[config.mk]
export PLATFORM = sky130hd
export DESIGN_NAME = mii_frame_tx
export DESIGN_NICKNAME = d
export VERILOG_FILES = /design/src/rtl/mft_pkg.sv /design/src/rtl/mft_crc32.sv /design/src/rtl/mft_hdr_shift.sv /design/src/rtl/mft_byte_hold.sv /design/src/rtl/mii_frame_tx.sv
export SDC_FILE = /design/constraint.sdc
export NUM_CORES = 1
export LEC_CHECK = 0
export CAP_MARGIN = 10
export CORE_ASPECT_RATIO = 1.1
export CORE_MARGIN = 1.5
export CORE_UTILIZATION = 58
export DETAILED_ROUTE_END_ITERATION = 10
export PLACE_DENSITY = 0.85
export SLEW_MARGIN = 40
export SYNTH_ARGS = -nofsm -noshare
export SYNTH_HDL_FRONTEND = slang
export SYNTH_SLANG_ARGS = --single-unit
[constraint.sdc]
create_clock -name clk -period 3.4 [get_ports clk]
set_input_delay 0.68 -clock clk [delete_from_list [all_inputs] [get_ports clk]]
set_output_delay 0.68 -clock clk [all_outputs]
set_load 0.1 [all_outputs]
[src/rtl/mft_pkg.sv]
package mft_pkg;

  typedef enum logic [2:0] {
    ST_IDLE,
    ST_PRE,
    ST_SFD,
    ST_HDR,
    ST_DATA,
    ST_PAD,
    ST_FCS,
    ST_GAP
  } mft_state_e;

  localparam int HDR_BYTES = 14;
  localparam int FCS_NIB   = 8;
  localparam logic [31:0] CRC_POLY_REFL = 32'hEDB88320;

  function automatic int max_of(input int a, input int b);
    return (a > b) ? a : b;
  endfunction

endpackage

[src/rtl/mft_crc32.sv]
module mft_crc32 #(
  parameter logic [31:0] POLY = 32'hEDB88320
) (
  input  logic       clk,
  input  logic       rst_n,
  input  logic       init,
  input  logic       step,
  input  logic       shift,
  input  logic [3:0] nib,
  output logic [3:0] fcs_nib
);

  logic [31:0]      crc_q;
  logic [4:0][31:0] stage;

  assign stage[0] = crc_q;

  for (genvar k = 0; k < 4; k++) begin : g_bit
    assign stage[k+1] = (stage[k] >> 1) ^ ((stage[k][0] ^ nib[k]) ? POLY : 32'h0);
  end

  always_ff @(posedge clk) begin
    if (!rst_n)      crc_q <= '1;
    else if (init)   crc_q <= '1;
    else if (step)   crc_q <= stage[4];
    else if (shift)  crc_q <= {4'hF, crc_q[31:4]};
  end

  assign fcs_nib = ~crc_q[3:0];

endmodule

[src/rtl/mft_hdr_shift.sv]
module mft_hdr_shift #(
  parameter int BYTES = 14
) (
  input  logic               clk,
  input  logic               rst_n,
  input  logic               load,
  input  logic               advance,
  input  logic [BYTES*8-1:0] hdr,
  output logic [7:0]         cur_byte
);

  localparam int W = BYTES * 8;

  logic [W-1:0] sr_q;

  always_ff @(posedge clk) begin
    if (!rst_n)       sr_q <= '0;
    else if (load)    sr_q <= hdr;
    else if (advance) sr_q <= {sr_q[W-9:0], 8'h00};
  end

  assign cur_byte = sr_q[W-1 -: 8];

endmodule

[src/rtl/mft_byte_hold.sv]
module mft_byte_hold (
  input  logic       clk,
  input  logic       rst_n,
  input  logic       clear,
  input  logic       accept_en,
  input  logic       consume,
  input  logic       s_valid,
  input  logic [7:0] s_data,
  input  logic       s_last,
  output logic       s_ready,
  output logic       full,
  output logic [7:0] data,
  output logic       last
);

  logic last_taken_q;
  logic take;

  assign s_ready = accept_en && !last_taken_q && (!full || consume);
  assign take    = s_ready && s_valid;

  always_ff @(posedge clk) begin
    if (!rst_n || clear) begin
      full         <= 1'b0;
      data         <= 8'h00;
      last         <= 1'b0;
      last_taken_q <= 1'b0;
    end else if (take) begin
      full         <= 1'b1;
      data         <= s_data;
      last         <= s_last;
      last_taken_q <= s_last;
    end else if (consume) begin
      full         <= 1'b0;
    end
  end

endmodule

[src/rtl/mii_frame_tx.sv]
module mii_frame_tx
  import mft_pkg::*;
#(
  parameter int MIN_DATA  = 46,
  parameter int MAX_DATA  = 1500,
  parameter int PRE_BYTES = 7,
  parameter int IFG_NIB   = 24
) (
  input  logic        clk,
  input  logic        rst_n,
  input  logic        start,
  input  logic [47:0] dst_mac,
  input  logic [47:0] src_mac,
  input  logic [15:0] len_type,
  output logic        idle,
  input  logic        s_valid,
  input  logic [7:0]  s_data,
  input  logic        s_last,
  output logic        s_ready,
  output logic [3:0]  mii_txd,
  output logic        mii_tx_en,
  output logic        tx_err
);

  localparam int PRE_NIB = 2 * PRE_BYTES;
  localparam int HDR_NIB = 2 * HDR_BYTES;
  localparam int CNT_TOP = max_of(max_of(PRE_NIB, HDR_NIB), max_of(IFG_NIB, FCS_NIB));
  localparam int NW      = $clog2(CNT_TOP + 1);
  localparam int DW      = $clog2(MAX_DATA + 2);

  localparam logic [NW-1:0] PRE_END = NW'(PRE_NIB - 1);
  localparam logic [NW-1:0] HDR_END = NW'(HDR_NIB - 1);
  localparam logic [NW-1:0] FCS_END = NW'(FCS_NIB - 1);
  localparam logic [NW-1:0] GAP_END = NW'(IFG_NIB - 1);
  localparam logic [DW-1:0] PAD_END = DW'(MIN_DATA - 1);
  localparam logic [DW-1:0] D_LIMIT = DW'(MAX_DATA);

  mft_state_e    state_q;
  logic [NW-1:0] ncnt_q;
  logic [DW-1:0] dcnt_q;

  logic       start_ok, sending, abort_now, consume;
  logic       hold_full, hold_last, hold_clear, accept_en;
  logic [7:0] hold_data, hdr_byte;
  logic [3:0] cur_nib, fcs_nib;
  logic       crc_step, crc_shift;

  assign idle      = (state_q == ST_IDLE);
  assign start_ok  = idle && start;
  assign sending   = (state_q == ST_PRE) || (state_q == ST_SFD) || (state_q == ST_HDR) ||
                     (state_q == ST_DATA) || (state_q == ST_PAD) || (state_q == ST_FCS);
  assign abort_now = (state_q == ST_DATA) && !ncnt_q[0] && (!hold_full || dcnt_q == D_LIMIT);
  assign consume   = (state_q == ST_DATA) && ncnt_q[0];
  assign accept_en = (state_q == ST_PRE) || (state_q == ST_SFD) ||
                     (state_q == ST_HDR) || (state_q == ST_DATA);
  assign hold_clear = (state_q == ST_IDLE) || (state_q == ST_GAP);
  assign crc_step  = (state_q == ST_HDR) || (state_q == ST_PAD) ||
                     ((state_q == ST_DATA) && !abort_now);
  assign crc_shift = (state_q == ST_FCS);

  always_comb begin
    unique case (state_q)
      ST_PRE:  cur_nib = 4'h5;
      ST_SFD:  cur_nib = ncnt_q[0] ? 4'hD : 4'h5;
      ST_HDR:  cur_nib = ncnt_q[0] ? hdr_byte[7:4] : hdr_byte[3:0];
      ST_DATA: cur_nib = ncnt_q[0] ? hold_data[7:4] : hold_data[3:0];
      ST_FCS:  cur_nib = fcs_nib;
      default: cur_nib = 4'h0;
    endcase
  end

  assign mii_tx_en = sending && !abort_now;
  assign mii_txd   = mii_tx_en ? cur_nib : 4'h0;
  assign tx_err    = abort_now;

  mft_hdr_shift #(.BYTES(HDR_BYTES)) u_hdr (
    .clk      (clk),
    .rst_n    (rst_n),
    .load     (start_ok),
    .advance  ((state_q == ST_HDR) && ncnt_q[0]),
    .hdr      ({dst_mac, src_mac, len_type}),
    .cur_byte (hdr_byte)
  );

  mft_byte_hold u_hold (
    .clk       (clk),
    .rst_n     (rst_n),
    .clear     (hold_clear),
    .accept_en (accept_en),
    .consume   (consume),
    .s_valid   (s_valid),
    .s_data    (s_data),
    .s_last    (s_last),
    .s_ready   (s_ready),
    .full      (hold_full),
    .data      (hold_data),
    .last      (hold_last)
  );

  mft_crc32 #(.POLY(CRC_POLY_REFL)) u_crc (
    .clk     (clk),
    .rst_n   (rst_n),
    .init    (start_ok),
    .step    (crc_step),
    .shift   (crc_shift),
    .nib     (cur_nib),
    .fcs_nib (fcs_nib)
  );

  always_ff @(posedge clk) begin
    if (!rst_n) begin
      state_q <= ST_IDLE;
      ncnt_q  <= '0;
      dcnt_q  <= '0;
    end else begin
      unique case (state_q)
        ST_IDLE: begin
          if (start) begin
            state_q <= ST_PRE;
            ncnt_q  <= '0;
            dcnt_q  <= '0;
          end
        end
        ST_PRE: begin
          if (ncnt_q == PRE_END) begin
            state_q <= ST_SFD;
            ncnt_q  <= '0;
          end else ncnt_q <= ncnt_q + 1'b1;
        end
        ST_SFD: begin
          if (ncnt_q[0]) begin
            state_q <= ST_HDR;
            ncnt_q  <= '0;
          end else ncnt_q <= ncnt_q + 1'b1;
        end
        ST_HDR: begin
          if (ncnt_q == HDR_END) begin
            state_q <= ST_DATA;
            ncnt_q  <= '0;
          end else ncnt_q <= ncnt_q + 1'b1;
        end
        ST_DATA: begin
          if (abort_now) begin
            state_q <= ST_GAP;
            ncnt_q  <= '0;
          end else if (!ncnt_q[0]) begin
            ncnt_q <= ncnt_q + 1'b1;
          end else begin
            ncnt_q <= '0;
            dcnt_q <= dcnt_q + 1'b1;
            if (hold_last) state_q <= (dcnt_q < PAD_END) ? ST_PAD : ST_FCS;
          end
        end
        ST_PAD: begin
          if (!ncnt_q[0]) begin
            ncnt_q <= ncnt_q + 1'b1;
          end else begin
            ncnt_q <= '0;
            dcnt_q <= dcnt_q + 1'b1;
            if (dcnt_q == PAD_END) state_q <= ST_FCS;
          end
        end
        ST_FCS: begin
          if (ncnt_q == FCS_END) begin
            state_q <= ST_GAP;
            ncnt_q  <= '0;
          end else ncnt_q <= ncnt_q + 1'b1;
        end
        default: begin
          if (ncnt_q == GAP_END) begin
            state_q <= ST_IDLE;
            ncnt_q  <= '0;
          end else ncnt_q <= ncnt_q + 1'b1;
        end
      endcase
    end
  end

endmodule

# ---- Word level (Yosys, flattened, before mapping)
# Index checks and enable logic that the tools add are counted.
dict set report totals {
  regBits 173
  latchBits 0
  mem_bits_rw 0
  rom_bits 0
  in_bits 125
  elab_cells 120
  memories 0
}
dict set report op_classes {
  add_sub_neg 2
  n_mul 0
  div_mod_pow 0
  magnitude_cmp 1
  eq_ne 23
  shifts 0
  n_mux 40
  bitwise 10
  n_reduce_logical 36
}
# operator n
set ops {}
lappend ops {{112-bit 2-to-1 mux} 2}
lappend ops {{32-bit 2-to-1 mux} 6}
lappend ops {{31-bit by 32-bit bitwise XOR with 32-bit output} 4}
lappend ops {{5-bit 2-to-1 mux} 7}
lappend ops {{11-bit 2-to-1 mux} 3}
lappend ops {{3-bit 2-to-1 mux} 11}
lappend ops {{11-bit case mux with 3 select lines} 1}
lappend ops {{5-bit case mux with 6 select lines} 1}
lappend ops {{3-bit case mux with 7 select lines} 1}
lappend ops {{4-bit case mux with 5 select lines} 1}
lappend ops {{4-bit 2-to-1 mux} 4}
lappend ops {{3-bit equality test (second input constant)} 4}
lappend ops {{11-bit by 1-bit adder with 11-bit output (second input constant)} 1}
lappend ops {{11-bit equality test (second input constant)} 1}
lappend ops {{11-bit by 6-bit equality test with 1-bit output (second input constant)} 1}
lappend ops {{1-bit logical OR} 11}
lappend ops {{11-bit by 6-bit < comparator with 1-bit output (second input constant)} 1}
lappend ops {{5-bit equality test (second input constant)} 2}
lappend ops {{1-bit logical AND} 10}
lappend ops {{10-bit AND reduction} 1}
lappend ops {{2-bit by 1-bit != test with 1-bit output (second input constant)} 4}
lappend ops {{2-bit != test (second input constant)} 4}
lappend ops {{8-bit nonzero test} 1}
lappend ops {{3-bit by 2-bit equality test with 1-bit output (second input constant)} 2}
lappend ops {{17 further kinds} 28}

# ---- Logic depth before layout (Yosys ltp)
# Gate-level depths: netlist of run 1.
dict set report depth {
  ltp_word 15
  depth_mapped 10
  ltp_nobuf 9
}

# ---- Hierarchy
# A second synthesis of run 1 with hierarchy kept.
dict set report hier_totals {
  cells_unflattened 951
  area_unflattened_um2 9412.8
}
# mod n_inst cells_each area_per_inst_um2 seq_area_each_um2
set by_module_without_submodules {}
lappend by_module_without_submodules {mft_hdr_shift 1 504 5612.9 2242.2}
lappend by_module_without_submodules {mii_frame_tx 1 217 1726.7 380.4}
lappend by_module_without_submodules {mft_crc32 1 179 1580.3 640.6}
lappend by_module_without_submodules {mft_byte_hold 1 51 493.0 200.2}

# ---- Least setup slack after synthesis of run 1
# Ideal clock, no wire load.
dict set report synth_timing {
  path_kind {register -> output}
  startpoint {register state_q[0]}
  endpoint {output port mii_txd[2]}
  arrival_ns 4.458
  required_ns 2.720
  setup_slack_ns -1.738
  path_stages_with_launch 5
  n_path_buf 2
  cell_sequence {dfxtp_1 > buf_6 > buf_2 > nor3_1 > nor3_1}
}
dict set report synth_between {
  elab_chain_len 8
}
# element line
set synth_rtl {}
lappend synth_rtl {{start, declared} mii_frame_tx.sv:38} ;# mft_state_e state_q;
lappend synth_rtl {{start signal, assigned} mii_frame_tx.sv:151} ;# if (hold_last) state_q <= (dcnt_q < PAD_END) ? ST_PAD : ST_FCS;
lappend synth_rtl {{3-bit by 1-bit equality test with 1-bit output or 3-bit by 2-bit equality test with 1-bit output (tied branches)} {mii_frame_tx.sv:50, mii_frame_tx.sv:62}}
lappend synth_rtl {{1-bit logical OR (3 in series)} mii_frame_tx.sv:50} ;# assign sending = (state_q == ST_PRE) || (state_q == ST_SFD) || (state_q == ST_HDR) ||
lappend synth_rtl {{1-bit logical OR (2 in series)} mii_frame_tx.sv:51} ;# (state_q == ST_DATA) || (state_q == ST_PAD) || (state_q == ST_FCS);
lappend synth_rtl {{1-bit logical AND} mii_frame_tx.sv:72} ;# assign mii_tx_en = sending && !abort_now;
lappend synth_rtl {{4-bit 2-to-1 mux *} mii_frame_tx.sv:73} ;# assign mii_txd = mii_tx_en ? cur_nib : 4'h0;
lappend synth_rtl {{end, declared} mii_frame_tx.sv:20} ;# output logic [3:0] mii_txd,
# Mark *: on every way between the ends. The rest lies on a longest branch, timed or not.

# ---- Worst setup path after layout of run 1
# Same ends and word-level chain as after synthesis.

==> results.md, run 1 <==
* Ys Warns at 0
* Initial antenna violation count at 0
* DRC errors left at 0
* Final Net Count at approximately 1300
* Adder-cell area share of the yosys netlist at less than 1%
* Type of the worst setup path: flip-flop to output pin
* Buffers added on ports at 132
* First-pass GRT wire length at approximately 36 mm
* Avg Inst Size Synth at around 7.9 sq um
* Commonest non-fill, non-tap cells in the layout: 249 x nand2_1, 171 x dfxtp_1, 155 x nor2_1, 124 x clkdlybuf4s50_1, 102 x a311oi_1
* Routability Congestion at about 0.90
* Async set-reset flop share out of synthesis at 0%
* Worst-path clk slew at around 0.060 ns
* Postcts setup bufs at 0
* CTS tree: built
* Minimum clock period at between 3 and 4 ns
* Startpoint Class: flip-flop
* Post-synthesis compound-gate area fraction at 22.10%
* Width of the die at between 100 and 150 um
* RSZ-0062 raised after global routing: false
* Area contributors post-synth: dfxtp_1 41%, nand2_1 11%, a311oi_1 11%
* TritonCTS Buffers at 17
* Placed cell count at about 1300
* Die footprint at roughly 15000 sq um
* IR drop worst, VDD at ~0.50 mV
* Final period util at approximately 93%
* Mapped Area at around 8300 sq um
* DRT iter0 DRCs at approximately 500
* Reg power frac at roughly 38%
* Vias in the first global route at 7520
* Max Slew Vio Count at 0
* LEAKAGE at 3.796 nW
* Worst Clk Skew at around 0.0065 ns
* Total of max-cap violations at 0
* Fill cells at roughly 1000
* Post-synth top flop: dfxtp_1
* Power per cell area at 712.0 nW/um^2
* Root buffer cell: clkbuf_16
* Total vias in the final route at between 7000 and 8000
* Yosys reg bits at around 170
* Largest family of logic cells by synthesized area: simple AND/OR/NAND/NOR gates
* Drt total wl at roughly 22 mm
* CTS H-tree lvls at 4
* Final Non-Filler Cells at about 1300
* Gr usage total at between 20 and 30%
* Vias/cell at just under 6
* Worst hold path type: flip-flop to flip-flop
* Worst hold margin at 0.4682 ns
* Drt wl/cell at between 15 and 20 um
* Finished Cell Area at ~10000 sq um
* Most common cell after layout, fill and taps aside: nand2_1
* Yosys cell types at 67
* Final Hold Vio Count at 0
* Number of synthesized flops with an enable pin at 0
* CTS Buffer Depth at 2
* Final ANT Viol Nets at 0
* Largest fanout on the critical path at 17
* Count of hold-fix buffers inserted at cts at 0
* NetSw at 0.002765 W
* Fmax at 316.1 MHz
* Worst slew pin tran at 0.7675 ns
* CP required at between 2 and 3 ns
* Area growth syn-to-layout at 24.89%
* Xor/xnor share of the synthesized area at about 2.3%
* Switch share at between 30% and 40%
* Cell Int Power at roughly 0.0047 W
* Ports at about 130
* Post-layout util at 74.94%
* Synth Area in Simple Gates at between 20% and 30%
* Area leader, netlist: dfxtp_1
* Starting Density at 60.01%
* Reg2reg setup slack at 0.52 ns
* Seq/Total Area, Yosys at roughly two fifths
* Layout cells sized above 1 at 8.110%
* Relative slew margins at ~49%
* Comb power frac at 37.0%
* Synth Net Count at approximately 1200
* CTS sink cnt at 173
* Core Box Area at 13910 sq um
* Largest net degree at the start of global routing at ~220
* Dpl hpwl at 14.12 mm
* Status: finished clean
* Critical Path AT at 2.48 ns
* Endpoints failing setup at 0
* Drt pass-1 iters at 7
* Clk pwr share at 25.1%
* Die Y at around 130 um
* Antenna fix cells at 0
* Mux cell area share after synthesis at ~3.3%
* Crit. End Element: output pin
* Post_cts resized at 0
* Gr ovfl total at 0
* Placed cell area at 9832 sq um
* Area share of the largest cell type after synthesis at between 40% and 50%
* Clk_lat worst skew at about 0.42 ns
* Syn Inst Count at 1060
* Number of cell rows at 45
## routing by layer
layer  vias to the layer above  track usage [%]  share of wire (%)  routed length [um]
met3                        42            6.782                6.1                1323
met2                       252            49.03                 49               10680
met5                         -                0                  0                   0
met4                         0            11.40                2.2                 473
met1                      3761            34.94                 43                9281
li1                       3931                -                  -                   -
## worst max-delay path, cell delays in order (launching register included)
cell and delay (ns):
dfxtp_1 0.68, buf_4 0.30, nor3_2 0.13, nor2_1 0.26, nand2_2 0.13, nor3_1 0.32, buf_12 0.23
## cell usage after synthesis, types with 4 or more instances
| master | number |
|---|---|
| o221ai_1 | 8 |
| inv_1 | 9 |
| nor3_1 | 4 |
| mux2i_1 | 18 |
| a211oi_1 | 4 |
| or3_1 | 6 |
| mux2_2 | 7 |
| xor2_1 | 8 |
| o31ai_1 | 7 |
| nand2_1 | 252 |
| a21o_1 | 7 |
| a22oi_1 | 7 |
| nor4_1 | 5 |
| and2_1 | 7 |
| nand2b_1 | 7 |
| clkbuf_1 | 72 |
| dfxtp_1 | 173 |
| a311oi_1 | 102 |
| o211ai_1 | 4 |
| nor2b_1 | 10 |
| nand3_1 | 29 |
| ha_1 | 6 |
| o21ai_0 | 21 |
| and3_1 | 9 |
| nor2_1 | 156 |
| a21oi_1 | 47 |
| buf_2 | 8 |
## metrics by stage
step / setup WS [ns] / total power [W] / TNS, ns
final: 0.2365 / 0.007420 / 0
after global routing: 0.1192 / 0.007810 / 0
after CTS: 0.2760 / 0.007374 / 0
after detailed placement: 0.6127 / 0.005505 / 0
after global placement: 0.7409 / 0.005445 / 0
after floorplan: -0.5500 / 0.004793 / -0.5500
## cells by family (layout without fill, tap and decap cells)
| logic type | after synthesis | in the layout |
|---|---|---|
| fa+ha+maj | 6 | 6 |
| mux | 26 | 26 |
| buf+inv | 96 | 195 |
| flops | 173 | 173 |
| xor+xnor | 14 | 14 |
| compound gates | 242 | 242 |
| simple gates | 503 | 503 |
## final cells by class
class / count / area (sq um) / share of cell area, %
Sequential cell: 173 / 3468 / 33.28
Timing Repair Buffer: 153 / 1592 / 15.27
Multi-Input combinational cell: 791 / 4526 / 43.42
Clock buffer: 23 / 478.0 / 4.586
Inverter: 10 / 38.79 / 0.3721
Clock inverter: 9 / 85.08 / 0.8163
Tap cell: 188 / 235.2 / 2.257
## final timing paths
| kind | startpoint | endpoint | cells past startpoint |
|---|---|---|---|
| max | state_q[0]$_SDFFE_PN0P_ | mii_txd[2] | 6 |
| min | u_hdr.sr_q[1]$_SDFFE_PN0P_ | u_hdr.sr_q[1]$_SDFFE_PN0P_ | 2 |
| max reg2reg | state_q[2]$_SDFFE_PN0P_ | u_crc.crc_q[18]$_SDFFE_PP1P_ | 7 |
| min reg2reg | u_hdr.sr_q[1]$_SDFFE_PN0P_ | u_hdr.sr_q[1]$_SDFFE_PN0P_ | 2 |
## flip-flops by register name, indices dropped and copies added (netlist names)
register,flops
u_hdr.sr_q,112
u_crc.crc_q,32
dcnt_q,11
u_hold.data,8
ncnt_q,5
state_q,3
u_hold.full,1
u_hold.last,1
## power groups by stage
stage	Clock (W)	Sequential [W]	Combinational, W
after floorplan	0	0.00271	0.00208
after global placement	0	0.00282	0.00262
after detailed placement	0	0.00283	0.00268
after CTS	0.00188	0.00280	0.00270
after global routing	0.00196	0.00286	0.00298
final	0.00186	0.00281	0.00274
Power figures use the tool's default switching activity.
==> inputs of run 2 (changes only) <==
CELL_PAD_IN_SITES_DETAIL_PLACEMENT = 1   (was default)
CELL_PAD_IN_SITES_GLOBAL_PLACEMENT = 1   (was default)
CORE_UTILIZATION = 43   (was 58)
CTS_CLUSTER_SIZE = 12   (was default)
PLACE_DENSITY = default   (was 0.85)
PLACE_DENSITY_LB_ADDON = 0.1   (was default)
==> results.md, run 2 (same netlist as run 1, synthesis figures left out) <==
* Placed cell count at 1377
* Root buffer cell: clkbuf_16
* Postcts setup bufs at 0
* Commonest non-fill, non-tap cells in the layout: 249 x nand2_1, 171 x dfxtp_1, 155 x nor2_1, 124 x clkdlybuf4s50_1, 102 x a311oi_1
* Reg2reg setup slack at roughly 0.57 ns
* Largest net degree at the start of global routing at ~220
* Worst hold path type: flip-flop to flip-flop
* Final Non-Filler Cells at between 1000 and 1500
* Number of cell rows at between 50 and 60
* Most common cell after layout, fill and taps aside: nand2_1
* Min-delay src: u_hdr.sr_q[1]$_SDFFE_PN0P_
* Count of hold-fix buffers inserted at cts at 0
* Routability Congestion at roughly 0.79
* Fill cells at around 2300
* Gr ovfl total at 0
* Worst Hold Depth at 2
* Layout cells sized above 1 at around 8.6%
* Biggest regs: u_hdr.sr_q x112, u_crc.crc_q x32, dcnt_q x11
* Die footprint at slightly above 20000 sq um
* CTS tree: built
* Drt pass-1 iters at 4
* IR drop worst, VDD at between 0.7 and 0.8 mV
* Gr usage total at 25.41%
* Fmax at ~320 MHz
* Placed cell area at about 9900 sq um
* Worst reg-to-reg path cell count at 10
* Total of max-cap violations at 0
* CTS sink cnt at roughly 170
* Sequential Area at between 3000 and 4000 sq um
* Post_cts resized at 0
* Comb power frac at about 37%
* Core Box Area at between 15000 and 20000 sq um
* Status: finished clean
* Worst slew pin tran at 0.6389 ns
* Largest fanout on the critical path at 5
* Starting Density at between 40 and 50%
* Width of the die at between 100 and 150 um
* Drt wl/cell at approximately 18 um
* Total vias in the final route at slightly above 8000
* Max FFs per register at 112
* Type of the worst setup path: flip-flop to output pin
* Max Slew Vio Count at 0
* CTS H-tree lvls at 4
* Ports at ~130
* Initial antenna violation count at 1
* Finished Cell Area at roughly 11000 sq um
* Minimum clock period at roughly 3.1 ns
* LEAKAGE at ~3.9 nW
* Clk pwr share at between 20% and 30%
* Relative slew margins at a little under three fifths
* Drt total wl at between 20 and 30 mm
* Most flops, register: u_hdr.sr_q
* CTS Buffer Depth at 2
* Die Y at around 150 um
* Worst r2r src: dcnt_q[1]$_SDFFE_PN0P_
* Dpl hpwl at 17.01 mm
* RSZ-0062 raised after global routing: false
* Area of the multi-input gates at approximately 4500 sq um
* TritonCTS Buffers at 17
* FF-to-FF End: u_crc.crc_q[27]$_SDFFE_PP1P_
* Endpoints failing setup at 0
* NetSw at roughly 0.0029 W
* Critical Path AT at between 2 and 2.5 ns
* Worst-path clk slew at roughly 0.060 ns
* Final period util at 91.45%
* Power per cell area at roughly 730 nW/um^2
* Final Net Count at 1281
* Buffers added on ports at 132
* Crit. End Element: output pin
* DRC errors left at 0
* Final ANT Viol Nets at 0
* Vias in the first global route at 8038
* Hold EP: u_hdr.sr_q[1]$_SDFFE_PN0P_
* Cell Int Power at 0.004844 W
* Final Hold Vio Count at 0
* Startpoint Class: flip-flop
* Reg power frac at between 30% and 40%
* CP required at between 2 and 3 ns
* Worst Clk Skew at approximately 0.011 ns
* Vias/cell at 5.724
* Switch share at between 30% and 40%
* Clk_lat worst skew at approximately 0.43 ns
* Area growth syn-to-layout at 27.02%
* First-pass GRT wire length at about 40 mm
* DRT iter0 DRCs at roughly 480
run 2: layout make-up:
type                       instances  share of cell area, %
inverter                          10                 0.3659
sequential                       173                  32.72
timing repair buffer             157                  15.42
multi-input combinational        791                  42.69
tap                              247                  2.915
clock inverter                    14                  1.818
clock buffer                      18                  4.049
antenna                            1                0.02361
run 2: worst max path at each step:
| stage | start | end | slack, ns |
|---|---|---|---|
| floorplan | dcnt_q[0]$_SDFFE_PN0P_ | mii_txd[2] | -0.55 |
| global placement | dcnt_q[1]$_SDFFE_PN0P_ | u_crc.crc_q[21]$_SDFFE_PP1P_ | 0.73 |
| detailed placement | dcnt_q[1]$_SDFFE_PN0P_ | u_crc.crc_q[21]$_SDFFE_PP1P_ | 0.61 |
| CTS | dcnt_q[1]$_SDFFE_PN0P_ | mii_txd[2] | 0.30 |
| global route | dcnt_q[1]$_SDFFE_PN0P_ | mii_txd[2] | 0.18 |
| finish | dcnt_q[1]$_SDFFE_PN0P_ | mii_txd[2] | 0.29 |
run 2: worst max-delay path, stage by stage (launching register included):
cell and delay (ns):
dfxtp_2 0.34, inv_1 0.11, ha_1 0.15, or3b_2 0.45, o31a_1 0.30, nor2_4 0.20
inv_2 0.08, nand2_2 0.09, nor3_1 0.08, buf_12 0.21
run 2: power groups by stage:
| stage | clock network [W] | logic (W) | registers (W) |
|---|---|---|---|
| 2_1_floorplan | 0 | 0.00208 | 0.00271 |
| 3_3_place_gp | 0 | 0.00271 | 0.00281 |
| 3_5_place_dp | 0 | 0.00278 | 0.00283 |
| 4_1_cts | 0.00213 | 0.00280 | 0.00279 |
| 5_1_grt | 0.00219 | 0.00307 | 0.00285 |
| 6_report | 0.00209 | 0.00282 | 0.00280 |
run 2: metrics by stage:
stage / total power, W / TNS (ns) / worst slack [ns] / utilization [%] / hold WS (ns)
global placement: 0.005524 / 0 / 0.7296 / 52.09 / 0.4569
global route: 0.008116 / 0 / 0.1769 / 55.49 / 0.4901
finish: 0.007709 / 0 / 0.2907 / 55.50 / 0.4709
detailed placement: 0.005609 / 0 / 0.6090 / 52.09 / 0.4632
CTS: 0.007723 / 0 / 0.3012 / 55.35 / 0.4695
floorplan: 0.004793 / -0.5500 / -0.5500 / - / 0.4412
run 2: routing by layer:
metal	vias up	track usage, %	share of wire (%)
met5	-	0	0
met4	0	6.344	1.1
met3	20	4.451	3.5
met2	144	44.14	50
met1	3975	32.52	45
li1	3937	-	-
